$ cat src/rtl/isa_rec_pkg.sv
package isa_rec_pkg;
  localparam int unsigned DIV_W  = 3;
  localparam int unsigned REC_W  = 4;
  localparam int unsigned ELAP_W = 5;

  typedef struct packed {
    logic wide;
    logic rd;
  } io_kind_t;

  // recovery ticks needed before a request of kind nxt after a cycle of kind prv
  function automatic logic [ELAP_W-1:0] need_ticks(
    input logic             prv_valid,
    input io_kind_t         prv,
    input io_kind_t         nxt,
    input logic [REC_W-1:0] f8,
    input logic [REC_W-1:0] f16
  );
    logic [ELAP_W-1:0] n;
    n = ELAP_W'(1);
    if (prv_valid && prv.wide && nxt.wide)
      n = ELAP_W'(f16) + ELAP_W'(2);
    else if (prv_valid && !prv.wide && !nxt.wide && prv.rd && nxt.rd)
      n = ELAP_W'(f8) + ELAP_W'(2);
    return n;
  endfunction
endpackage

$ cat src/rtl/isa_clk_div.sv
module isa_clk_div #(
  parameter int unsigned DIV_W = 3
) (
  input  logic             clk_i,
  input  logic             rst_ni,
  input  logic [DIV_W-1:0] div_i,
  output logic             ce_o
);
  logic [DIV_W-1:0] cnt_q;

  assign ce_o = (cnt_q >= div_i);

  always_ff @(posedge clk_i or negedge rst_ni) begin
    if (!rst_ni)   cnt_q <= '0;
    else if (ce_o) cnt_q <= '0;
    else           cnt_q <= cnt_q + 1'b1;
  end
endmodule

$ cat src/rtl/isa_rec_cfg.sv
module isa_rec_cfg #(
  parameter int unsigned          DIV_W   = 3,
  parameter int unsigned          REC_W   = 4,
  parameter logic [DIV_W-1:0]     DIV_RST = '0,
  parameter logic [2*REC_W-1:0]   REC_RST = 8'h40
) (
  input  logic               clk_i,
  input  logic               rst_ni,
  input  logic               we_i,
  input  logic               sel_i,
  input  logic [7:0]         wdata_i,
  input  logic               load_i,
  output logic [DIV_W-1:0]   div_act_o,
  output logic [REC_W-1:0]   f8_act_o,
  output logic [REC_W-1:0]   f16_act_o
);
  logic [DIV_W-1:0]   div_q;
  logic [2*REC_W-1:0] rec_q;

  always_ff @(posedge clk_i or negedge rst_ni) begin
    if (!rst_ni) begin
      div_q <= DIV_RST;
      rec_q <= REC_RST;
    end else if (we_i) begin
      if (sel_i) rec_q <= wdata_i[2*REC_W-1:0];
      else       div_q <= wdata_i[DIV_W-1:0];
    end
  end

  // active copies: frozen for the whole recovery window
  always_ff @(posedge clk_i or negedge rst_ni) begin
    if (!rst_ni) begin
      div_act_o <= DIV_RST;
      f8_act_o  <= REC_RST[2*REC_W-1:REC_W];
      f16_act_o <= REC_RST[REC_W-1:0];
    end else if (load_i) begin
      div_act_o <= div_q;
      f8_act_o  <= rec_q[2*REC_W-1:REC_W];
      f16_act_o <= rec_q[REC_W-1:0];
    end
  end
endmodule

$ cat src/rtl/isa_rec_timer.sv
module isa_rec_timer
  import isa_rec_pkg::*;
#(
  parameter int unsigned RW = 4,
  parameter int unsigned EW = 5
) (
  input  logic          clk_i,
  input  logic          rst_ni,
  input  logic          ce_i,
  input  logic          done_i,
  input  io_kind_t      done_kind_i,
  input  logic          req_i,
  input  io_kind_t      req_kind_i,
  input  logic [RW-1:0] f8_i,
  input  logic [RW-1:0] f16_i,
  output logic          prv_valid_o,
  output logic [EW-1:0] elapsed_o,
  output logic          grant_o
);
  localparam logic [EW-1:0] ELAP_MAX = '1;

  io_kind_t        prv_q;
  logic [EW-1:0]   need;
  logic [EW:0]     elap_inc;
  logic            ready;

  always_comb begin
    need     = need_ticks(prv_valid_o, prv_q, req_kind_i, f8_i, f16_i);
    elap_inc = {1'b0, elapsed_o} + 1'b1;
    ready    = ce_i && (elap_inc >= {1'b0, need});
  end

  always_ff @(posedge clk_i or negedge rst_ni) begin
    if (!rst_ni) begin
      prv_valid_o <= 1'b0;
      prv_q       <= '0;
      elapsed_o   <= '0;
      grant_o     <= 1'b0;
    end else if (done_i) begin
      prv_valid_o <= 1'b1;
      prv_q       <= done_kind_i;
      elapsed_o   <= '0;
      grant_o     <= 1'b0;
    end else begin
      if (ce_i && elapsed_o != ELAP_MAX) elapsed_o <= elapsed_o + 1'b1;
      if (!req_i)     grant_o <= 1'b0;
      else if (ready) grant_o <= 1'b1;
    end
  end
endmodule

$ cat src/rtl/isa_io_recovery.sv
module isa_io_recovery
  import isa_rec_pkg::*;
(
  input  logic       clk_i,
  input  logic       rst_ni,
  input  logic       cfg_we_i,
  input  logic       cfg_sel_i,
  input  logic [7:0] cfg_wdata_i,
  input  logic       done_i,
  input  logic       done_wide_i,
  input  logic       done_rd_i,
  input  logic       req_i,
  input  logic       req_wide_i,
  input  logic       req_rd_i,
  output logic       grant_o,
  output logic       isa_ce_o
);
  logic [DIV_W-1:0]  div_act;
  logic [REC_W-1:0]  f8_act;
  logic [REC_W-1:0]  f16_act;
  logic              prv_valid;
  logic [ELAP_W-1:0] elapsed;
  io_kind_t          done_kind;
  io_kind_t          req_kind;

  assign done_kind = '{wide: done_wide_i, rd: done_rd_i};
  assign req_kind  = '{wide: req_wide_i,  rd: req_rd_i};

  isa_rec_cfg #(
    .DIV_W  (DIV_W),
    .REC_W  (REC_W),
    .DIV_RST(3'b000),
    .REC_RST(8'h40)
  ) u_cfg (
    .clk_i    (clk_i),
    .rst_ni   (rst_ni),
    .we_i     (cfg_we_i),
    .sel_i    (cfg_sel_i),
    .wdata_i  (cfg_wdata_i),
    .load_i   (done_i || !prv_valid),
    .div_act_o(div_act),
    .f8_act_o (f8_act),
    .f16_act_o(f16_act)
  );

  isa_clk_div #(.DIV_W(DIV_W)) u_div (
    .clk_i (clk_i),
    .rst_ni(rst_ni),
    .div_i (div_act),
    .ce_o  (isa_ce_o)
  );

  isa_rec_timer #(.RW(REC_W), .EW(ELAP_W)) u_tmr (
    .clk_i      (clk_i),
    .rst_ni     (rst_ni),
    .ce_i       (isa_ce_o),
    .done_i     (done_i),
    .done_kind_i(done_kind),
    .req_i      (req_i),
    .req_kind_i (req_kind),
    .f8_i       (f8_act),
    .f16_i      (f16_act),
    .prv_valid_o(prv_valid),
    .elapsed_o  (elapsed),
    .grant_o    (grant_o)
  );
endmodule

$ cat config.mk
export PLATFORM = sky130hd
export DESIGN_NAME = isa_io_recovery
export DESIGN_NICKNAME = d
export VERILOG_FILES = /design/src/rtl/isa_rec_pkg.sv /design/src/rtl/isa_clk_div.sv /design/src/rtl/isa_rec_cfg.sv /design/src/rtl/isa_rec_timer.sv /design/src/rtl/isa_io_recovery.sv
export SDC_FILE = /design/constraint.sdc
export NUM_CORES = 1
export LEC_CHECK = 0
export BUFFER_PORTS_ARGS = -buffer_cell sky130_fd_sc_hd__buf_2
export CAP_MARGIN = 20
export CORE_MARGIN = 2
export CORE_UTILIZATION = 55
export CTS_CLUSTER_SIZE = 14
export DETAILED_ROUTE_END_ITERATION = 8
export PLACE_DENSITY = 0.81
export SYNTH_ARGS = -nofsm -noshare
export SYNTH_HDL_FRONTEND = slang
export SYNTH_SLANG_ARGS = --single-unit
$ cat constraint.sdc
create_clock -name clk_i -period 4.6 [get_ports clk_i]
set_input_delay 0.46 -clock clk_i [delete_from_list [all_inputs] [get_ports clk_i]]
set_output_delay 0.46 -clock clk_i [all_outputs]
set_load 0.02 [all_outputs]
# == Yosys cells after proc, flatten, opt, wreduce, memory -nomap -nowiden ==
# Index checks and enable logic that the tools add are counted.
# word_totals
ff_bits,34
inputBits,18
out_inout_bits,2
wordCells,44
# classes
addsub,5
order_cmp,2
eq_ne,2
mux,8
n_bitwise,1
reduce_logical,15
# ops
cell,count
2-to-1 mux 5 bit,4
"adder 4 x 2 -> 5 bit, second input constant",2
logical AND 1 bit,8
"adder 5 x 1 -> 6 bit, second input constant",1
>= comparator 6 x 5 -> 1 bit,1
"adder 5 x 1 -> 5 bit, second input constant",1
"inequality test 5 bit, second input constant",1
AND reduction 2 bit,2
"adder 3 x 1 -> 3 bit, second input constant",1
>= comparator 3 bit,1
logical NOT 1 bit,3
2-to-1 mux 1 bit,3
2-to-1 mux 3 bit,1
"inequality test 3 x 2 -> 1 bit, second input constant",1
nonzero test 2 bit,1
logical OR 1 bit,1
NOT 1 bit,1

# == Depth between registers and ports, before layout ==
# Gate-level depths: netlist (run 1).
# logic_depth
ltp_word,12
depth_mapped,8
depth_no_buf,8

# == Modules after synthesis ==
# Synthesis (run 1) repeated with hierarchy kept, for this count alone.
# hier_totals
hier_cells,129
area_unflattened_um2,1692.9
# by_module_without_submodules
mod,n_inst,cells_each,area_each_um2,seq_area_each_um2
isa_rec_cfg,1,47,818.3,553.0
isa_rec_timer,1,63,670.6,225.2
isa_clk_div,1,18,197.7,75.1
isa_io_recovery,1,1,6.3,0.0

# == Worst setup path before layout (run 1) ==
# No wires, ideal clock.
# synth_timing
path_type,flip-flop to flip-flop
from,register u_div.cnt_q[2]
to,register u_tmr.elapsed_o[2]
setup_time_ns,0.125
arrival_time_ns,1.571
t_required_ns,4.475
path_slack_ns,2.904
stages_incl_launch_ff,7
path_buffers,0
period_less_slack_ns,1.696
path_cell_list,dfrtp_1 ha_1 a21oi_1 o21a_4 inv_1 nand3_1 mux2_2
# synth_between
elab_chain_len,3
# synth_rtl
element,line_no,source
start: declaration,isa_clk_div.sv:9,logic [DIV_W-1:0] cnt_q;
start signal: assignment,isa_clk_div.sv:16,else cnt_q <= cnt_q + 1'b1;
>= comparator 3 bit,isa_clk_div.sv:11,assign ce_o = (cnt_q >= div_i);
via isa_ce_o,isa_io_recovery.sv:16,output logic isa_ce_o
logical AND 1 bit,isa_rec_timer.sv:45,if (ce_i && elapsed_o != ELAP_MAX) elapsed_o <= elapsed_o + 1'b1;
nonzero test 2 bit (no line),n/a,
end signal: assignment,isa_rec_timer.sv:45,
end: declaration,isa_rec_timer.sv:17,"output logic [EW-1:0] elapsed_o,"
# The timed path passes the listed nets, and every way through them passes these cells.
# A chain may end at the register's enable or synchronous reset.

# == Worst setup path after layout (run 1) ==
# layout_timing
from,register u_div.cnt_q[0]
to,output isa_ce_o
# layout_between
elab_chain_len,1
# layout_rtl
element,line_no
>= comparator 3 bit,isa_clk_div.sv:11
end: declaration,isa_io_recovery.sv:16
# Every way passes these cells.

==> results.py, run 1 <==
metrics = {
    "timing": {
        "tns_ns": 0,
        "rsz0062_at_grt": "no",
        "slew_headroom": 0.518,
        "setup_viol": 0,
        "finalMaxSlewViolations": 0,
        "finalCritPeriodShare": 0.477,
        "worstMarginPinSlew_ns": 0.723,
        "fin_crit_ns": 2.19,
        "hold_viol": 0,
        "skew_ns": 0.00596,
        "fmax_mhz": 456,
        "worst_slack_ns": 2.41,
    },
    "clock_network": {
        "path_clk_slew_ns": 0.10,
        "cts_made_buffers": 5,
        "clock_path_buffers": 2,
        "root_buffer": "clkbuf_4",
        "cts_sinks": 34,
        "postCtsSetupBuffers": 0,
        "cts_tree": "built",
        "ctsHoldBuffers": 0,
        "cts_resized": 0,
        "clk_latency_ns": 0.33,
        "htreeDepth": 2,
    },
    "final_layout": {
        "fill_cells": 249,
        "fin_area_sq_um": 1860,
        "layout_common_cells": "dfrtp_1 (32), mux2_2 (23), buf_2 (19), ha_1 (13), o21ai_0 (8)",
        "regArea_sq_um": 853,
        "areaGrowthSynthToFinish_pct": 10.7,
        "nNetsFinal": 192,
        "final_common_cell": "dfrtp_1",
        "drive_gt1_frac": 0.346,
        "antenna_cells": 0,
        "multi_input_area_sq_um": 790,
    },
    "global_routing": {
        "grt_pass1_vias": 1243,
        "antenna_found_initial": 0,
        "track_usage": 0.202,
        "grt_pass1_wl_um": 5240,
        "grt_max_degree": 35,
        "grt-ovfl-total": 0,
    },
    "route": {
        "vias_per_cell": 5.83,
        "vias": 1137,
        "wl_per_cell_um": 15.0,
        "drc": 0,
        "ant_nets": 0,
        "firstDrtPassIters": 4,
        "drt_iter0_markers": 36,
        "routed_wl_um": 2930,
    },
    "synthesis": {
        "synth_cell_type_count": 32,
        "synth_edf_count": 0,
        "ys_async_sr_fraction": 1.00,
        "synth_ff_type": "dfrtp_1",
        "syn_inst": 137,
        "yosys_warnings": 0,
        "seq_area_frac_synth": 0.509,
        "syn_avg_cell_area_sq_um": 12.2,
        "mappedNetlistNets": 168,
        "synth_area_sq_um": 1680,
        "ys_seq_elements": 34,
    },
    "place": {
        "post-place-ws_ns": 2.68,
        "placed_cell_area_sq_um": 1800,
        "port_buffers": 19,
        "hpwlAfterDp_um": 2220,
        "routabilityCongestion": 0.844,
    },
    "outcome": {
        "status": "complete, no violations",
    },
    "critical_path": {
        "start_kind": "flip-flop",
        "worst-path-max-fanout": 8,
        "reg2reg_slack_ns": 2.75,
        "worstPathArrival_ns": 1.73,
        "crit_type": "reg2out",
        "required_ns": 4.14,
        "endpoint_kind": "output port",
    },
    "floorplan": {
        "placementRows": 20,
        "core_sq_um": 2980,
        "io_pins": 20,
        "die_area_sq_um": 3510,
        "die_h_um": 59.2,
        "initial_core_util": 0.563,
        "die_x_um": 59.2,
    },
    "pwr": {
        "leakagePower_uw": 0.000858,
        "powerDensity_nw_per_um2": 432,
        "ir_drop_mv": 0.227,
        "fin_total_pwr_uw": 802,
    },
    "min_path": {
        "hp-class": "in2async",
    },
    "run": {
        "max-cap-violations": 0,
    },
}
[metrics by stage]
stage | cells | util | hold slack (ns)
finish | 195 | 0.624 | 0.175
global route | 195 | 0.624 | 0.218
CTS | 195 | 0.624 | 0.191
detailed placement | 187 | 0.604 | 0.460
global placement | 187 | 0.604 | 0.450
floorplan | 137 | - | 0.164
[kinds of logic (layout without fill, tap and decap cells)]
group                    after synthesis  count (layout)  share of synthesized area
adder cells (fa/ha/maj)               13              13                     0.0969
flip-flops                            34              34                      0.509
buffers and inverters                  7              32                     0.0209
AND/OR/NAND/NOR                       33              33                      0.109
XOR/XNOR                               5               5                     0.0261
multiplexers                          23              23                      0.154
AO/OA/AOI/OAI                         22              22                     0.0843
[where the power goes]
part / total, uW / internal (uW) / switching [uW]
clock: 169 / 74.0 / 95.1
combinational: 237 / 118 / 120
sequential: 396 / 355 / 40.8
[worst paths after layout]
path                                                     start                        endpoint  depth (start not counted)
min in group clk_i                              cfg_wdata_i[5]      u_cfg.rec_q[5]$_DFFE_PN0P_                          2
worst min-delay path                                    rst_ni  u_tmr.elapsed_o[3]$_DFFE_PN0P_                          1
worst max-delay path                  u_div.cnt_q[0]$_DFF_PN0_                        isa_ce_o                          6
worst min register to register        u_div.cnt_q[0]$_DFF_PN0_        u_div.cnt_q[0]$_DFF_PN0_                          1
worst max register to register  u_tmr.elapsed_o[0]$_DFFE_PN0P_  u_tmr.elapsed_o[3]$_DFFE_PN0P_                          5
max in group asynchronous                               rst_ni   u_cfg.f8_act_o[1]$_DFFE_PN0P_                          1
[worst max-delay path, cell delays in order, from the launching register on]
cell,delay [ns]
dfrtp_1,0.38
inv_1,0.05
ha_1,0.31
nor2b_4,0.05
o21a_4,0.23
inv_1,0.18
buf_2,0.21
[sequential cells by signal (all words and copies together) (netlist names)]
register / count
u_cfg.rec_q: 8
u_tmr.elapsed_o: 5
u_cfg.f16_act_o: 4
u_cfg.f8_act_o: 4
u_cfg.div_act_o: 3
u_cfg.div_q: 3
u_div.cnt_q: 3
u_tmr.prv_q: 2
u_tmr.grant_o: 1
u_tmr.prv_valid_o: 1
[final cells by class]
type | count | area share
clock buffer | 7 | 0.0296
clock inverter | 1 | 0.00269
inverter | 5 | 0.0101
multi-input combinational | 96 | 0.425
sequential | 34 | 0.459
tap | 33 | 0.0222
timing repair buffer | 19 | 0.0512
[layer usage]
metal / global-route usage / routed length, um / up-vias
met5: 0 / 0 / -
met4: 0.117 / 96 / 0
met3: 0.0546 / 135 / 12
met2: 0.330 / 1440 / 28
met1: 0.240 / 1250 / 549
li1: - / - / 548
[cells in the mapped netlist, drive strengths merged (2+ instances only)]
library cell	number	area [sq um]
dfrtp	32	801
mux2	23	259
ha	13	163
o21ai	8	40.0
nor2	7	26.3
a21oi	6	30.0
nand3	6	30.0
inv	5	18.8
nand2	5	18.8
nor2b	4	32.5
xor2	3	26.3
a22oi	2	15.0
and3	2	12.5
buf	2	16.3
dfstp	2	52.6
o22a	2	17.5
xnor2	2	17.5
Power figures use the tool's default switching activity.
==> run 2, diff against run 1 <==
- ABC_AREA: default -> 1
- clock period: 4.6 -> 2.2 ns (I/O delays scaled with it)
==> run 2 against run 1 <==
Wire length decreased by 0.92%. Sequential power increased by 110%. Final area increased by 3.0%. Setup slack got worse by 2.1 ns. Core utilization increased by 1.3 points. First-iteration DRC count increased by 94%. Non-clock buffer count increased by 1. Critical path depth decreased by 2. Clock skew increased by 0.0030 ns. Largest power group unchanged.
==> results.py, run 2 <==
metrics = {
    "final_layout": {
        "reg_top3": "u_cfg.rec_q: 8 flops, u_tmr.elapsed_o: 5 flops",
        "drive_gt1_frac": 0.232,
        "largest_reg_flops": 8,
        "layout_common_cells": "nand2_1 (39), dfrtp_1 (32), inv_1 (24), buf_2 (19), ha_1 (13)",
        "antenna_cells": 0,
        "areaGrowthSynthToFinish_pct": 12.0,
        "final_cell_count_no_fill": 231,
        "final_common_cell": "nand2_1",
        "top_register": "u_cfg.rec_q",
        "utilization": 0.637,
        "nNetsFinal": 228,
    },
    "floorplan": {
        "die_area_sq_um": 3570,
        "initial_core_util": 0.569,
        "die_x_um": 59.7,
        "io_pins": 20,
        "placementRows": 20,
        "core_sq_um": 3000,
        "die_h_um": 59.7,
    },
    "place": {
        "hpwlAfterDp_um": 2150,
        "post-place-ws_ns": 0.405,
        "place_inst": 222,
        "routabilityCongestion": 0.828,
        "port_buffers": 19,
    },
    "outcome": {
        "status": "complete, no violations",
    },
    "route": {
        "vias": 1202,
        "drc": 0,
        "routed_wl_um": 2900,
        "vias_per_cell": 5.20,
        "wl_met1_um": 1240,
        "firstDrtPassIters": 4,
        "wl_per_cell_um": 12.5,
        "drt_iter0_markers": 70,
        "dr_wl_met3_um": 118,
        "top_layer_used": "met4",
        "ant_nets": 0,
        "wl_met2_um": 1520,
    },
    "critical_path": {
        "worstPathCellList": "ha_1 > a21oi_1 > o211ai_4 > buf_2",
        "worstSetupPathDepth": 4,
        "cp-endpoint": "isa_ce_o",
        "required_ns": 1.98,
        "critPathSlowestCell": "dfrtp_1",
        "crit_type": "reg2out",
        "startpoint": "u_div.cnt_q[2]$_DFF_PN0_",
        "cp_num_buf_inv": 1,
        "reg2reg_to": "u_tmr.grant_o$_DFFE_PN0P_",
        "reg2reg_slack_ns": 0.37,
        "slowest_delay_ns": 0.42,
        "reg2reg_depth": 15,
        "worstPathArrival_ns": 1.66,
        "cp_top_family": "flip-flops",
        "endpoint_kind": "output port",
        "r2r_start": "u_tmr.prv_q[1]$_DFFE_PN0P_",
        "worst-path-max-fanout": 6,
        "start_kind": "flip-flop",
    },
    "clock_network": {
        "htreeDepth": 2,
        "cts_made_buffers": 5,
        "cts_sinks": 34,
        "cts_tree": "built",
        "path_clk_slew_ns": 0.10,
        "clock_path_buffers": 2,
        "root_buffer": "clkbuf_4",
        "clk_latency_ns": 0.33,
    },
    "timing": {
        "setup_viol": 0,
        "rsz0062_at_grt": "no",
        "worstMarginPinSlew_ns": 0.723,
        "fin_crit_ns": 1.88,
        "hold_viol": 0,
        "finalMaxSlewViolations": 0,
        "worst_slack_ns": 0.316,
        "slew_headroom": 0.518,
        "finalCritPeriodShare": 0.856,
        "tns_ns": 0,
        "fmax_mhz": 531,
        "skew_ns": 0.00893,
    },
    "synthesis": {
        "syn_avg_cell_area_sq_um": 9.93,
        "syn_inst": 172,
        "ys_top_cells_by_area": "dfrtp_1 (47%), ha_1 (9.5%), nand2_1 (8.6%)",
        "synth_ff_type": "dfrtp_1",
        "ys_seq_elements": 34,
        "ys_async_sr_fraction": 1.00,
        "synth_cell_type_count": 27,
        "yosys_warnings": 0,
        "netlist_top_cells_count": "nand2_1 (39), dfrtp_1 (32), inv_1 (24)",
        "seq_area_frac_synth": 0.500,
        "synth_area_sq_um": 1710,
        "synth_edf_count": 0,
        "yosysTopAreaCellShare": 0.469,
        "yosysMostFrequentCell": "nand2_1",
        "mappedNetlistNets": 203,
        "synth_top_area_cell": "dfrtp_1",
    },
    "global_routing": {
        "track_usage": 0.199,
        "antenna_found_initial": 0,
        "grt_max_degree": 35,
        "grt_pass1_wl_um": 5260,
        "grt-ovfl-total": 0,
        "grt_pass1_vias": 1293,
    },
    "pwr": {
        "fin_total_pwr_uw": 1920,
        "powerDensity_nw_per_um2": 1000,
        "ir_drop_mv": 0.590,
        "leakagePower_uw": 0.000984,
    },
    "min_path": {
        "hp-class": "in2reg",
    },
    "run": {
        "max-cap-violations": 0,
    },
}
## run 2: cell types whose count changed after synthesis, moves of 3 or more
cell     before  now
mux2_2       23   11
nor2b_1       3    0
nand2_1       5   39
o21ai_0       8   11
a21oi_1       6    3
inv_1         5   24
## run 2: report_power, final
part	internal, uW	total [uW]	switching (uW)	leakage, uW
combinational	270	657	388	0.000523
sequential	743	826	83.3	0.000421
clock	241	436	195	0.0000395
## run 2: worst min path at each step
stage,from,end,slack (ns),cells past startpoint
after global placement,rst_ni,u_cfg.rec_q[4]$_DFFE_PN0P_,0.31,1
after floorplan,rst_ni,u_cfg.div_act_o[0]$_DFFE_PN0P_,-0.08,0
after detailed placement,rst_ni,u_cfg.rec_q[7]$_DFFE_PN0P_,0.32,1
after CTS,done_rd_i,u_tmr.prv_q[0]$_DFFE_PN0P_,0.09,3
after global routing,req_i,u_tmr.grant_o$_DFFE_PN0P_,0.08,3
final,done_rd_i,u_tmr.prv_q[0]$_DFFE_PN0P_,0.1,3
## run 2: kinds of logic after synthesis
group | after synthesis | share of synthesized area
flops | 34 | 0.500
compound gates | 21 | 0.0769
xor+xnor | 6 | 0.0352
fa+ha+maj | 13 | 0.0952
simple gates | 60 | 0.156
buf+inv | 27 | 0.0645
mux | 11 | 0.0725
## run 2: metal layers
metal	vias to the layer above	track usage
met4	0	0.0635
met2	21	0.360
met5	-	0
met3	2	0.0584
met1	575	0.224
li1	604	-
## run 2: area by class of cell
cell class                      instances  area [sq um]
Fill cell                             253          1090
Sequential cell                        34           853
Multi-Input combinational cell        111           744
Timing Repair Buffer                   20           105
Inverter                               25          93.8
Clock buffer                            7          45.0
Tap cell                               33          41.3
Clock inverter                          1          30.0
## run 2: worst min-delay path, stage by stage
cell	delay [ns]
buf_2	0.07
nand2_1	0.04
o21ai_0	0.06
## run 2: per-stage QoR
step	hold WS [ns]	instance area, sq um
floorplan	-0.0756	1710
global placement	0.306	1830
detailed placement	0.319	1830
CTS	0.0859	1910
global route	0.0821	1910
finish	0.0998	1910
## run 2: timing repair
action	in CTS	in global routing
buffers inserted	0	0
resized for setup	0	0
hold endpoints to repair	32	0
hold buffers	1	0
